[config.mk]
export PLATFORM = sky130hd
export DESIGN_NAME = tmr_pair_top
export DESIGN_NICKNAME = d
export VERILOG_FILES = /design/src/rtl/tmr_pkg.sv /design/src/rtl/tmr_fall_det.sv /design/src/rtl/tmr_unit.sv /design/src/rtl/tmr_pair_top.sv
export SDC_FILE = /design/constraint.sdc
export NUM_CORES = 1
export LEC_CHECK = 0
export CAP_MARGIN = 10
export CORE_MARGIN = 4
export CORE_UTILIZATION = 50
export DETAILED_ROUTE_END_ITERATION = 10
export DONT_BUFFER_PORTS = 1
export PLACE_DENSITY = 0.71
export SLEW_MARGIN = 20
export SYNTH_ARGS = -nofsm -noshare
export SYNTH_HDL_FRONTEND = slang
export SYNTH_SLANG_ARGS = --single-unit
export TNS_END_PERCENT = 50
[constraint.sdc]
create_clock -name clk -period 5.9 [get_ports clk]
set_input_delay 1.77 -clock clk [delete_from_list [all_inputs] [get_ports clk]]
set_output_delay 1.77 -clock clk [all_outputs]
set_load 0.01 [all_outputs]
[src/rtl/tmr_pkg.sv]
// Shared types and register addresses for the gated timer/counter pair.
// Assumes an 8-bit mode register split into two 4-bit unit fields.
package tmr_pkg;
    localparam int ADDR_W = 3;

    localparam logic [ADDR_W-1:0] A_MODE = 3'd0;
    localparam logic [ADDR_W-1:0] A_CTRL = 3'd1;
    localparam logic [ADDR_W-1:0] A_C0L  = 3'd2;
    localparam logic [ADDR_W-1:0] A_C0H  = 3'd3;
    localparam logic [ADDR_W-1:0] A_C1L  = 3'd4;
    localparam logic [ADDR_W-1:0] A_C1H  = 3'd5;
    localparam logic [ADDR_W-1:0] A_LINK = 3'd6;

    // One unit's configuration field, MSB first.
    typedef struct packed {
        logic gate;
        logic src;
        logic m1;
        logic m0;
    } tmr_cfg_t;
endpackage

[src/rtl/tmr_fall_det.sv]
// Detects a high-to-low change on an external count pin.
// Fires for one cycle when the older of two successive samples is 1
// and the newer one is 0. Assumes the pin is synchronous to clk.
module tmr_fall_det (
    input  logic clk,
    input  logic rst_n,
    input  logic pin,
    output logic fall
);
    logic [1:0] smp_q;

    // Shift register holding the last two samples of the pin.
    always_ff @(posedge clk) begin
        if (!rst_n) smp_q <= 2'b00;
        else        smp_q <= {smp_q[0], pin};
    end

    assign fall = smp_q[1] & ~smp_q[0];

    AST_FALL_SINGLE: assert property (@(posedge clk) disable iff (!rst_n)
        fall |=> !fall);
endmodule

[src/rtl/tmr_unit.sv]
// One counter unit: a low byte and a high byte with two count modes.
// In plain mode the bytes form one binary counter. In reload mode the
// low byte counts and reloads from the high byte when it wraps.
// A byte write in a cycle blocks that cycle's increment and overflow.
module tmr_unit #(
    parameter int BYTE_W = 8
) (
    input  logic                clk,
    input  logic                rst_n,
    input  logic                inc,
    input  logic                reload_mode,
    input  logic                wr_lo,
    input  logic                wr_hi,
    input  logic [BYTE_W-1:0]   wr_data,
    output logic [2*BYTE_W-1:0] value,
    output logic                ovf
);
    localparam int W2 = 2 * BYTE_W;

    logic [BYTE_W-1:0] lo_q, hi_q;
    logic lo_full, all_full, wr_any;

    assign lo_full  = &lo_q;
    assign all_full = lo_full & (&hi_q);
    assign wr_any   = wr_lo | wr_hi;
    assign value    = {hi_q, lo_q};
    assign ovf      = inc & ~wr_any & (reload_mode ? lo_full : all_full);

    // Byte registers: software writes first, then the mode-selected step.
    always_ff @(posedge clk) begin
        if (!rst_n) begin
            lo_q <= '0;
            hi_q <= '0;
        end else if (wr_any) begin
            if (wr_lo) lo_q <= wr_data;
            if (wr_hi) hi_q <= wr_data;
        end else if (inc) begin
            if (reload_mode)
                lo_q <= lo_full ? hi_q : lo_q + BYTE_W'(1);
            else
                {hi_q, lo_q} <= {hi_q, lo_q} + W2'(1);
        end
    end

    AST_STEP_PLAIN: assert property (@(posedge clk) disable iff (!rst_n)
        (inc && !reload_mode && !wr_any) |=> value == $past(value) + W2'(1));
    AST_IDLE_HOLD: assert property (@(posedge clk) disable iff (!rst_n)
        (!inc && !wr_any) |=> $stable(value));
    AST_RELOAD: assert property (@(posedge clk) disable iff (!rst_n)
        (inc && reload_mode && lo_full && !wr_any) |=> (lo_q == $past(hi_q)) && $stable(hi_q));
    AST_WR_LO: assert property (@(posedge clk) disable iff (!rst_n)
        (wr_lo && !wr_hi) |=> (lo_q == $past(wr_data)) && $stable(hi_q));
endmodule

[src/rtl/tmr_pair_top.sv]
// Two gated timer/counter units with shared mode and control registers.
// Assumes all inputs are synchronous to clk and BYTE_W is at least 8.
// Flag priority per unit: overflow set, then clear pulse, then write.
module tmr_pair_top
    import tmr_pkg::*;
#(
    parameter int BYTE_W = 8
) (
    input  logic                clk,
    input  logic                rst_n,
    input  logic                tick,
    input  logic [1:0]          ext_cnt,
    input  logic [1:0]          gate_pin,
    input  logic                wr_en,
    input  logic [ADDR_W-1:0]   wr_addr,
    input  logic [BYTE_W-1:0]   wr_data,
    input  logic [1:0]          tf_clr,
    output logic [2*BYTE_W-1:0] cnt0,
    output logic [2*BYTE_W-1:0] cnt1,
    output logic [1:0]          tf
);
    localparam int NUNITS = 2;

    tmr_cfg_t    cfg_q [NUNITS];
    logic [1:0]  run_bit_q;
    logic        link_q;
    logic [1:0]  tf_q;
    logic [1:0]  evt;
    logic [1:0]  own_inc;
    logic [1:0]  set_w;
    logic        wr_ctrl;
    logic        inc_u0, inc_u1, ovf_u0, ovf_u1;

    assign wr_ctrl = wr_en && (wr_addr == A_CTRL);

    // Configuration registers: mode fields, run bits and the link bit.
    always_ff @(posedge clk) begin
        if (!rst_n) begin
            cfg_q[0]  <= '0;
            cfg_q[1]  <= '0;
            run_bit_q <= '0;
            link_q    <= 1'b0;
        end else if (wr_en) begin
            case (wr_addr)
                A_MODE: begin
                    cfg_q[1] <= tmr_cfg_t'(wr_data[7:4]);
                    cfg_q[0] <= tmr_cfg_t'(wr_data[3:0]);
                end
                A_CTRL: run_bit_q <= {wr_data[6], wr_data[4]};
                A_LINK: link_q    <= wr_data[0];
                default: ;
            endcase
        end
    end

    // Per-unit event detection, run qualification and overflow flag.
    for (genvar i = 0; i < NUNITS; i++) begin : g_unit_ctl
        logic run_w;

        tmr_fall_det u_fall (
            .clk   (clk),
            .rst_n (rst_n),
            .pin   (ext_cnt[i]),
            .fall  (evt[i])
        );

        assign run_w      = run_bit_q[i] & (~cfg_q[i].gate | gate_pin[i]);
        assign own_inc[i] = run_w & (cfg_q[i].src ? evt[i] : tick);

        // Overflow flag: hardware set beats clear pulse beats software write.
        always_ff @(posedge clk) begin
            if (!rst_n)          tf_q[i] <= 1'b0;
            else if (set_w[i])   tf_q[i] <= 1'b1;
            else if (tf_clr[i])  tf_q[i] <= 1'b0;
            else if (wr_ctrl)    tf_q[i] <= wr_data[5 + 2*i];
        end
    end

    assign inc_u0 = own_inc[0];
    assign inc_u1 = link_q ? ovf_u0 : own_inc[1];

    tmr_unit #(.BYTE_W(BYTE_W)) u_unit0 (
        .clk         (clk),
        .rst_n       (rst_n),
        .inc         (inc_u0),
        .reload_mode (cfg_q[0].m1 & ~link_q),
        .wr_lo       (wr_en && (wr_addr == A_C0L)),
        .wr_hi       (wr_en && (wr_addr == A_C0H)),
        .wr_data     (wr_data),
        .value       (cnt0),
        .ovf         (ovf_u0)
    );

    tmr_unit #(.BYTE_W(BYTE_W)) u_unit1 (
        .clk         (clk),
        .rst_n       (rst_n),
        .inc         (inc_u1),
        .reload_mode (cfg_q[1].m1 & ~link_q),
        .wr_lo       (wr_en && (wr_addr == A_C1L)),
        .wr_hi       (wr_en && (wr_addr == A_C1H)),
        .wr_data     (wr_data),
        .value       (cnt1),
        .ovf         (ovf_u1)
    );

    assign set_w = {ovf_u1, ovf_u0 & ~link_q};
    assign tf    = tf_q;

    AST_FLAG_SET: assert property (@(posedge clk) disable iff (!rst_n)
        (ovf_u0 && !link_q) |=> tf[0]);
    AST_FLAG_CLR: assert property (@(posedge clk) disable iff (!rst_n)
        (tf_clr[0] && !set_w[0]) |=> !tf[0]);
    AST_GATE_BLOCK: assert property (@(posedge clk) disable iff (!rst_n)
        (!link_q && cfg_q[0].gate && !gate_pin[0] && !wr_en) |=> $stable(cnt0));
    AST_LINK_NO_TF0: assert property (@(posedge clk) disable iff (!rst_n)
        (link_q && !tf[0] && !wr_en) |=> !tf[0]);
    AST_LINK_CARRY: assert property (@(posedge clk) disable iff (!rst_n)
        (link_q && ovf_u0 && !wr_en) |=> cnt1 == $past(cnt1) + (2*BYTE_W)'(1));
endmodule

After elaboration in Yosys (flattened, before gate mapping)
Memory sizes are Yosys's and may differ from the RTL's. Cells that the tools add are included.

Register bits: 41. RAM bits: 8. Input bits: 21. Output and inout bits: 34. Word-level logic and storage cells: 111. Memories kept: 1.

Add/subtract/negate cells: 4. Equal/unequal tests: 12. Mux-type cells: 36. Bitwise operators: 28. Reductions and logical operators: 20.

Memory list: cfg_q (depth 2, width 4, rd ports 2, clocked after Yosys merged registers in 0, wr ports 2, line tmr_pair_top.sv:24) `tmr_cfg_t cfg_q [NUNITS];`.

Operators with widths (count): $mux 8 (18); $add 16x1->16 const B (2); $reduce_and 8->1 (4); $add 8x1->8 const B (2); $mux 1 (16); $and 1x1->1 (15); $eq 3x3->1 const B (3); $mux 4 (2); $ne 2x1->1 const B (4); $reduce_and 2->1 (4); $not 1->1 (7); $eq 3x2->1 const B (2); $or 1x1->1 (6); $reduce_and 3->1 (2); $reduce_bool 3->1 (2); $logic_and 1x1->1 (5); $ne 2x2->1 const B (2); $reduce_bool 2->1 (2); $eq 3x1->1 const B (1); $logic_not 3->1 (1).

Longest topological paths before layout
Gate-level depths: netlist of run 1.

Depth in word-level cells: 10. Depth in mapped cells: 7. Mapped depth without buffers: 6.

By module
Synthesis of run 1 repeated with hierarchy kept, for this count alone.

Cell total of the unflattened synthesis: 362. Area total of the unflattened synthesis: 2982.9 um^2.

By module, submodules not included: tmr_unit (instances 2, cells each 148, area an instance 1147.4 um^2, seq. area each 320.3 um^2); tmr_pair_top (instances 1, cells each 56, area an instance 563.0 um^2, seq. area each 280.3 um^2); tmr_fall_det (instances 2, cells each 5, area an instance 62.6 um^2, seq. area each 40.0 um^2).

Worst setup path before layout of run 1
Ideal clock, no wire load.

Path type: input to register. Start point: in tick. End point: reg u_unit1.lo_q[1]. Data arrival time: 3268 ps. Slack: 2509 ps. Stages: 5. Buffers on the path: 0. Cells stage by stage: nor2b_1 -> o2111ai_4 -> o41a_1 -> a21oi_4 -> mux2_1.

Word-level cells in the longest chain between the ends: 7.

RTL lines: start, declared (line tmr_pair_top.sv:11) `input logic tick,`; $mux 1 (line tmr_pair_top.sv:68) `assign own_inc[i] = run_w & (cfg_q[i].src ? evt[i] : tick);`; $and 1x1->1 (line tmr_pair_top.sv:68); $and 1x1->1 (2 in series) (line tmr_unit.sv:27) `assign ovf = inc & ~wr_any & (reload_mode ? lo_full : all_full);`; $mux 1 (*) (line tmr_pair_top.sv:80) `assign inc_u1 = link_q ? ovf_u0 : own_inc[1];`; $reduce_bool 2->1 (no line) (*); $reduce_and 2->1 (no line) (*); end signal, assigned (line tmr_unit.sv:35) `if (wr_lo) lo_q <= wr_data;`; end signal, assigned (line tmr_unit.sv:39) `lo_q <= lo_full ? hi_q : lo_q + BYTE_W'(1);`; end signal, assigned (line tmr_unit.sv:41) `{hi_q, lo_q} <= {hi_q, lo_q} + W2'(1);`; end, declared (line tmr_unit.sv:20) `logic [BYTE_W-1:0] lo_q, hi_q;`.

Mark *: on every way between the ends. The rest lies on a longest branch, timed or not. A chain may end at the register's enable or synchronous reset.

Final worst setup path of run 1
Start point: in wr_addr[1]. End point: reg u_unit1.lo_q[1].

Word-level cells in the longest chain between the ends: 9.

RTL lines: start, declared (line tmr_pair_top.sv:15) `input logic [ADDR_W-1:0] wr_addr,`; $eq 3x2->1, on equally long branches (line tmr_pair_top.sv:87, tmr_pair_top.sv:88); $logic_and 1x1->1, on equally long branches (line tmr_pair_top.sv:87, tmr_pair_top.sv:88); $or 1x1->1 (line tmr_unit.sv:25) `assign wr_any = wr_lo | wr_hi;`; $not 1->1 (line tmr_unit.sv:27); $and 1x1->1 (2 in series) (line tmr_unit.sv:27); $mux 1 (line tmr_pair_top.sv:80); $reduce_bool 2->1 (no line); $reduce_and 2->1 (no line).

Several ways; a longest one is shown, not always the timed one.

==> flow_summary.yaml, run 1 <==
run_status:
  status: "completed"
critical_path:
  critical-path-max-stage-delay_ns: 0.62
  path_class: "in2reg"
  cp_max_fo: 20
  worstPathRequired_ns: 6.11
  path_cells: "nand3b_1, o2111ai_4, o41a_1, a21oi_4, mux2_1"
  start_kind: "input pin"
  cp_slowest_cell: "nand3b_1"
  cp-end-kind: "flip-flop"
  cp.arrival_ns: 4.01
cells_and_area:
  nNetsFinal: 380
  drive_gt1_share_pct: 8.66
  area_delta_synth_final_pct: 4.74
  diodes: 0
  final_core_util_pct: 53.6
  stdcell_count: 433
synthesis:
  ys_seq_elements: 47
  synth_nets: 391
  async_flop_share_pct: 0
  synthCells: 368
  synthFlopType: "dfxtp_1"
  ys_seq_area_share_pct: 33.2
  synth_cell_types: 61
  syn_area_per_cell_sq_um: 8.18
  syn_area_sq_um: 3010
  yosys_warnings: 0
  synth_edf_count: 6
routing:
  totalWireLength_um: 9050
  routed_via_density: 6.86
  dr_total_vias: 2971
  drtAntennaViolNets: 0
  drcViolationCount: 0
  wire_per_inst_um: 20.9
  drtIter0Drc: 293
  firstDrtPassIters: 5
clocking:
  clk_transition_reported_paths_ns: 0.10
  cts_tree: "built"
  ctsHoldBuffers: 0
  root_buffer: "clkbuf_8"
  cts_resized: 0
  cts_buffer_depth: 2
  cts.htree.levels: 2
  insertion_delay_ns: 0.31
  cts_buffers: 5
  cts.sinks: 47
  post_cts_buffers: 0
die:
  num_rows: 28
  die_area_sq_um: 7330
  boundaryPins: 55
  die_w_um: 85.6
  initial_core_util_pct: 51.2
  fp.dieH_um: 85.6
  core_area_sq_um: 5890
power:
  power.share.sequential_pct: 53.6
  p_sw_mw: 0.172
  p_sw_share_pct: 26.2
  ir_drop_mv: 0.114
  cellLeakagePower_nw: 1.03
  p_clk_share_pct: 38.2
  p_per_area_nw_per_um2: 208
  p_int_mw: 0.485
  finalPower_mw: 0.657
  power_frac_comb_pct: 8.2
global_route:
  grt_pass1_wl_um: 14400
  grt_max_degree: 44
  grt_overflow_total: 0
  grt_usage_pct: 24.6
  first_global_vias: 2791
  antenna_found_initial: 0
sta:
  fin_crit_sh_pct: 64.5
  drv_slew: 0
  rsz0062_at_grt: "false"
  timing.fmax_mhz: 263
  final-setup-viol-count: 0
  hold_viol: 0
  clock_skew_ns: 0.00832
  slew_headroom_pct: 43.0
  fin_tns_setup_ns: 0
  period_needed_ns: 3.80
  fin_ws_ns: 2.10
  worst_pin_slew_ns: 0.853
placement:
  io_buffers: 0
  globalplace.congestion: 0.909
  place_ws_ns: 1.59
  detailed_place_hpwl_um: 6330
  place_inst: 425
flow_run:
  maxCapViolCount: 0
worst_hold_path:
  min_path_type: "reg2reg"
==> Yosys cell counts (all sizes together), types with 3 or more instances <==
cell type   n  share of area (%)
o21ai      11                1.8
o21a        5                1.2
a31o        3               0.87
inv         6               0.75
and4        7                2.0
mux2i      10                3.3
clkbuf     14                1.7
and3        9                1.9
nor2       38                4.7
a311oi      3               0.87
or2         4               0.83
and2       15                3.1
nand3      13                2.2
nor3        6                1.2
xor2        3               0.87
xnor2       7                2.0
o31a        5                1.5
o32ai       7                2.0
edfxtp      6                6.0
o221ai      5                1.5
nand2      50                6.3
a211oi      9                2.2
o221a       8                3.0
nor2b       3               0.62
a21oi      22                4.0
buf         5                1.0
o211ai      4                1.0
nand4       9                1.9
dfxtp      41                 27
a31oi       6                1.2
nand2b      4               0.83
==> worst paths after layout <==
check / slack, ns / depth (start not counted) / start / endpoint
max: 2.10 / 5 / wr_addr[1] / u_unit1.lo_q[1]
min reg2reg: 0.48 / 1 / g_unit_ctl[0].u_fall.smp_q[0] / g_unit_ctl[0].u_fall.smp_q[1]
max reg2reg: 3.31 / 6 / u_unit0.lo_q[1] / u_unit1.lo_q[1]
min: 0.48 / 1 / g_unit_ctl[0].u_fall.smp_q[0] / g_unit_ctl[0].u_fall.smp_q[1]
==> routing by layer <==
metal / vias up / routed length (um) / GRT usage, %
met5: - / 0 / 0
met4: 0 / 359 / 11.5
met3: 35 / 997 / 7.78
met2: 176 / 4050 / 38.1
met1: 1394 / 3640 / 31.3
li1: 1366 / - / -
==> flip-flops by register name (all words and copies together), names as in the netlist <==
| signal | cells |
|---|---|
| tf | 2 |
| u_unit1.hi_q | 8 |
| g_unit_ctl.u_fall.smp_q | 4 |
| u_unit0.hi_q | 8 |
| cfg_q | 6 |
| u_unit0.lo_q | 8 |
| link_q | 1 |
| run_bit_q | 2 |
| u_unit1.lo_q | 8 |
==> per-stage QoR <==
step                      area (sq um)  hold WS, ns
final                             3150        0.478
after global routing              3150        0.505
after CTS                         3150        0.479
after detailed placement          3030        0.451
after global placement            3030        0.432
after floorplan                   3010        0.426
==> placed cells by master (no fill, tap or decap), types with 4 or more instances in the layout <==
| cell | instances |
|---|---|
| nand2_1 | 49 |
| dfxtp_1 | 41 |
| nor2_1 | 37 |
| a21oi_1 | 21 |
| and2_1 | 15 |
| nand3_1 | 13 |
| o21ai_0 | 11 |
| mux2i_1 | 10 |
| nand4_1 | 9 |
| and3_1 | 9 |
| a211oi_1 | 9 |
| o221a_2 | 8 |
| and4_1 | 7 |
| o32ai_1 | 7 |
| xnor2_1 | 7 |
| inv_1 | 6 |
| a31oi_1 | 6 |
| edfxtp_1 | 6 |
| o221ai_1 | 5 |
| nor3_1 | 5 |
| o31a_1 | 5 |
| o21a_1 | 5 |
| clkbuf_8 | 5 |
| nand2b_1 | 4 |
| o211ai_1 | 4 |
==> power groups by stage <==
stage | clock, mW | combinational [mW] | sequential [mW]
finish | 0.251 | 0.0539 | 0.352
detailed placement | 0 | 0.0523 | 0.359
global route | 0.268 | 0.0592 | 0.353
CTS | 0.254 | 0.0527 | 0.351
floorplan | 0 | 0.0471 | 0.354
global placement | 0 | 0.0515 | 0.359
==> layout make-up <==
cell class	count	area, sq um
clock buffer	5	68.8
clock inverter	3	46.3
fill	574	2730
inverter	6	22.5
multi-input combinational	296	1910
sequential	47	1000
tap	75	93.8
timing repair buffer	1	7.51
==> worst max-delay path, delay by kind of cell <==
kind / cells / cell delay (ns)
compound gates: 3 / 1.26
simple gates: 1 / 0.62
mux: 1 / 0.36
==> cells by family after synthesis <==
kind of cell / count (synthesis) / synth area share (%)
AOI/OAI and AO/OA: 108 / 28.4
xor gates and xnor gates: 10 / 2.91
adders and majority gates: 2 / 0.831
buffers and inverters: 25 / 3.49
DFF: 47 / 33.2
muxes: 12 / 4.07
and+or+nand+nor: 164 / 27.1
Power figures use the tool's default switching activity.
==> inputs of run 2 (changes only) <==
Settings changed: PLACE_DENSITY 0.71 to 0.74.
Clock period 5.9 ns to 3.3 ns, I/O delays scaled along.
==> run 2 against run 1 <==
Compared with the run above:
- die area unchanged
- worst setup slack worse by 1.4 ns
- total power up 87%
- via count up 0.77%
- cell count increased by 1.4%
- global-route usage is essentially flat
- sequential power is 79% higher
- first-iteration DRC count up 16%
- clock power up 99%
- sequential cell count stayed put
- non-clock buffer count increased by 6
- largest power group unchanged
==> flow_summary.yaml, run 2 (same netlist as run 1, synthesis figures left out) <==
worst_hold_path:
  min_path_type: "reg2reg"
  hold_path_startpoint: "g_unit_ctl[1].u_fall.smp_q[0]"
clocking:
  cts_tree: "built"
  ctsHoldBuffers: 0
  root_buffer: "clkbuf_8"
  cts.htree.levels: 2
  insertion_delay_ns: 0.30
  post_cts_buffers: 0
  cts_buffers: 5
  cts_buffer_depth: 2
  cts_resized: 0
  cts.sinks: 47
  clk_transition_reported_paths_ns: 0.09
die:
  fp.dieH_um: 85.6
  initial_core_util_pct: 51.2
  core_area_sq_um: 5890
  num_rows: 28
  boundaryPins: 55
  die_area_sq_um: 7330
  die_w_um: 85.6
sta:
  slew_headroom_pct: 44.0
  period_needed_ns: 2.57
  rsz0062_at_grt: "false"
  hold_ws_ns: 0.466
  drv_slew: 0
  hold_viol: 0
  final-setup-viol-count: 0
  fin_tns_setup_ns: 0
  worst_pin_slew_ns: 0.834
  fin_crit_sh_pct: 77.8
  timing.fmax_mhz: 389
  clock_skew_ns: 0.0131
cells_and_area:
  nNetsFinal: 386
  layout_common_cells: "nand2_1 (49), dfxtp_1 (41), nor2_1 (38)"
  final_common_cell: "nand2_1"
  diodes: 0
  drive_gt1_share_pct: 9.34
  area_delta_synth_final_pct: 6.52
global_route:
  grt_overflow_total: 0
  grt_max_degree: 44
  first_global_vias: 2844
  grt_pass1_wl_um: 14500
  antenna_found_initial: 0
  grt_usage_pct: 24.6
routing:
  drtAntennaViolNets: 0
  wire_per_inst_um: 20.5
  drtIter0Drc: 339
  drcViolationCount: 0
  totalWireLength_um: 9010
  firstDrtPassIters: 7
  routed_via_density: 6.82
  dr_total_vias: 2994
placement:
  detailed_place_hpwl_um: 6430
  globalplace.congestion: 0.912
  io_buffers: 0
critical_path:
  cp_max_fo: 9
  r2r_start: "u_unit0.lo_q[0]"
  path_delay_family: "compound AO/OA/AOI/OAI gates"
  startpoint: "u_unit0.lo_q[0]"
  path_class: "reg2reg"
  worstPathRequired_ns: 3.50
  start_kind: "flip-flop"
  critical-path-max-stage-delay_ns: 0.49
  worst-path-buf-inv: 0
  cp.arrival_ns: 2.76
  path_cells: "ha_1, and4_1, nand2_2, o41a_1, a21oi_4, mux2_1"
  cp-end-kind: "flip-flop"
  cp_slowest_cell: "dfxtp_1"
power:
  p_per_area_nw_per_um2: 383
  ir_drop_mv: 0.233
  cellLeakagePower_nw: 1.07
flow_run:
  maxCapViolCount: 0
run_status:
  status: "completed"
==> run 2: cell types whose count changed in the layout (fill, tap and decap cells not counted) <==
cell / delta
clkinvlp_4: -1
nor2_2: -1
a2bb2oi_1: +1
buf_4: +6
nor2_1: +1
bufinv_16: +1
a2bb2oi_2: -1
inv_6: -1
clkbuf_1: +1
==> run 2: where the power goes <==
group	total, mW	switching [mW]	internal (mW)
Combinational	0.0994	0.0560	0.0434
Clock	0.499	0.197	0.303
Sequential	0.629	0.0315	0.597
Total	1.23	0.284	0.943
==> run 2: area by class of cell <==
class / instances / area (sq um)
sequential: 47 / 1000
tap: 75 / 93.8
fill: 553 / 2680
timing repair buffer: 7 / 52.6
clock inverter: 2 / 60.1
clock buffer: 6 / 72.6
multi-input combinational: 296 / 1910
inverter: 6 / 22.5
==> run 2: path summary, 6_finish.rpt <==
check                                  endpoint  slack [ns]  cells past startpoint
setup / recovery                u_unit1.lo_q[1]        0.73                      6
hold / removal    g_unit_ctl[1].u_fall.smp_q[1]        0.47                      1
setup reg to reg                u_unit1.lo_q[1]        0.73                      6
hold reg to reg   g_unit_ctl[1].u_fall.smp_q[1]        0.47                      1
==> run 2: per-layer routing <==
metal / share of wire (%) / wire length, um / GRT usage (%) / vias to the layer above
met5: 0 / 0 / 0 / -
li1: - / - / - / 1374
met2: 46 / 4100 / 37.6 / 175
met3: 11 / 958 / 7.20 / 29
met4: 2.5 / 226 / 9.35 / 0
met1: 41 / 3720 / 32.7 / 1416
==> run 2: through the flow <==
step                area (sq um)  std cells  util (%)  power (mW)  worst slack [ns]
global route                3210        439      54.5        1.27             0.629
floorplan                   3010        368         -       0.717             0.689
global placement            3080        431      52.3       0.736             0.551
finish                      3210        439      54.5        1.23             0.732
detailed placement          3080        431      52.3       0.739             0.468
CTS                         3210        439      54.5        1.23             0.763
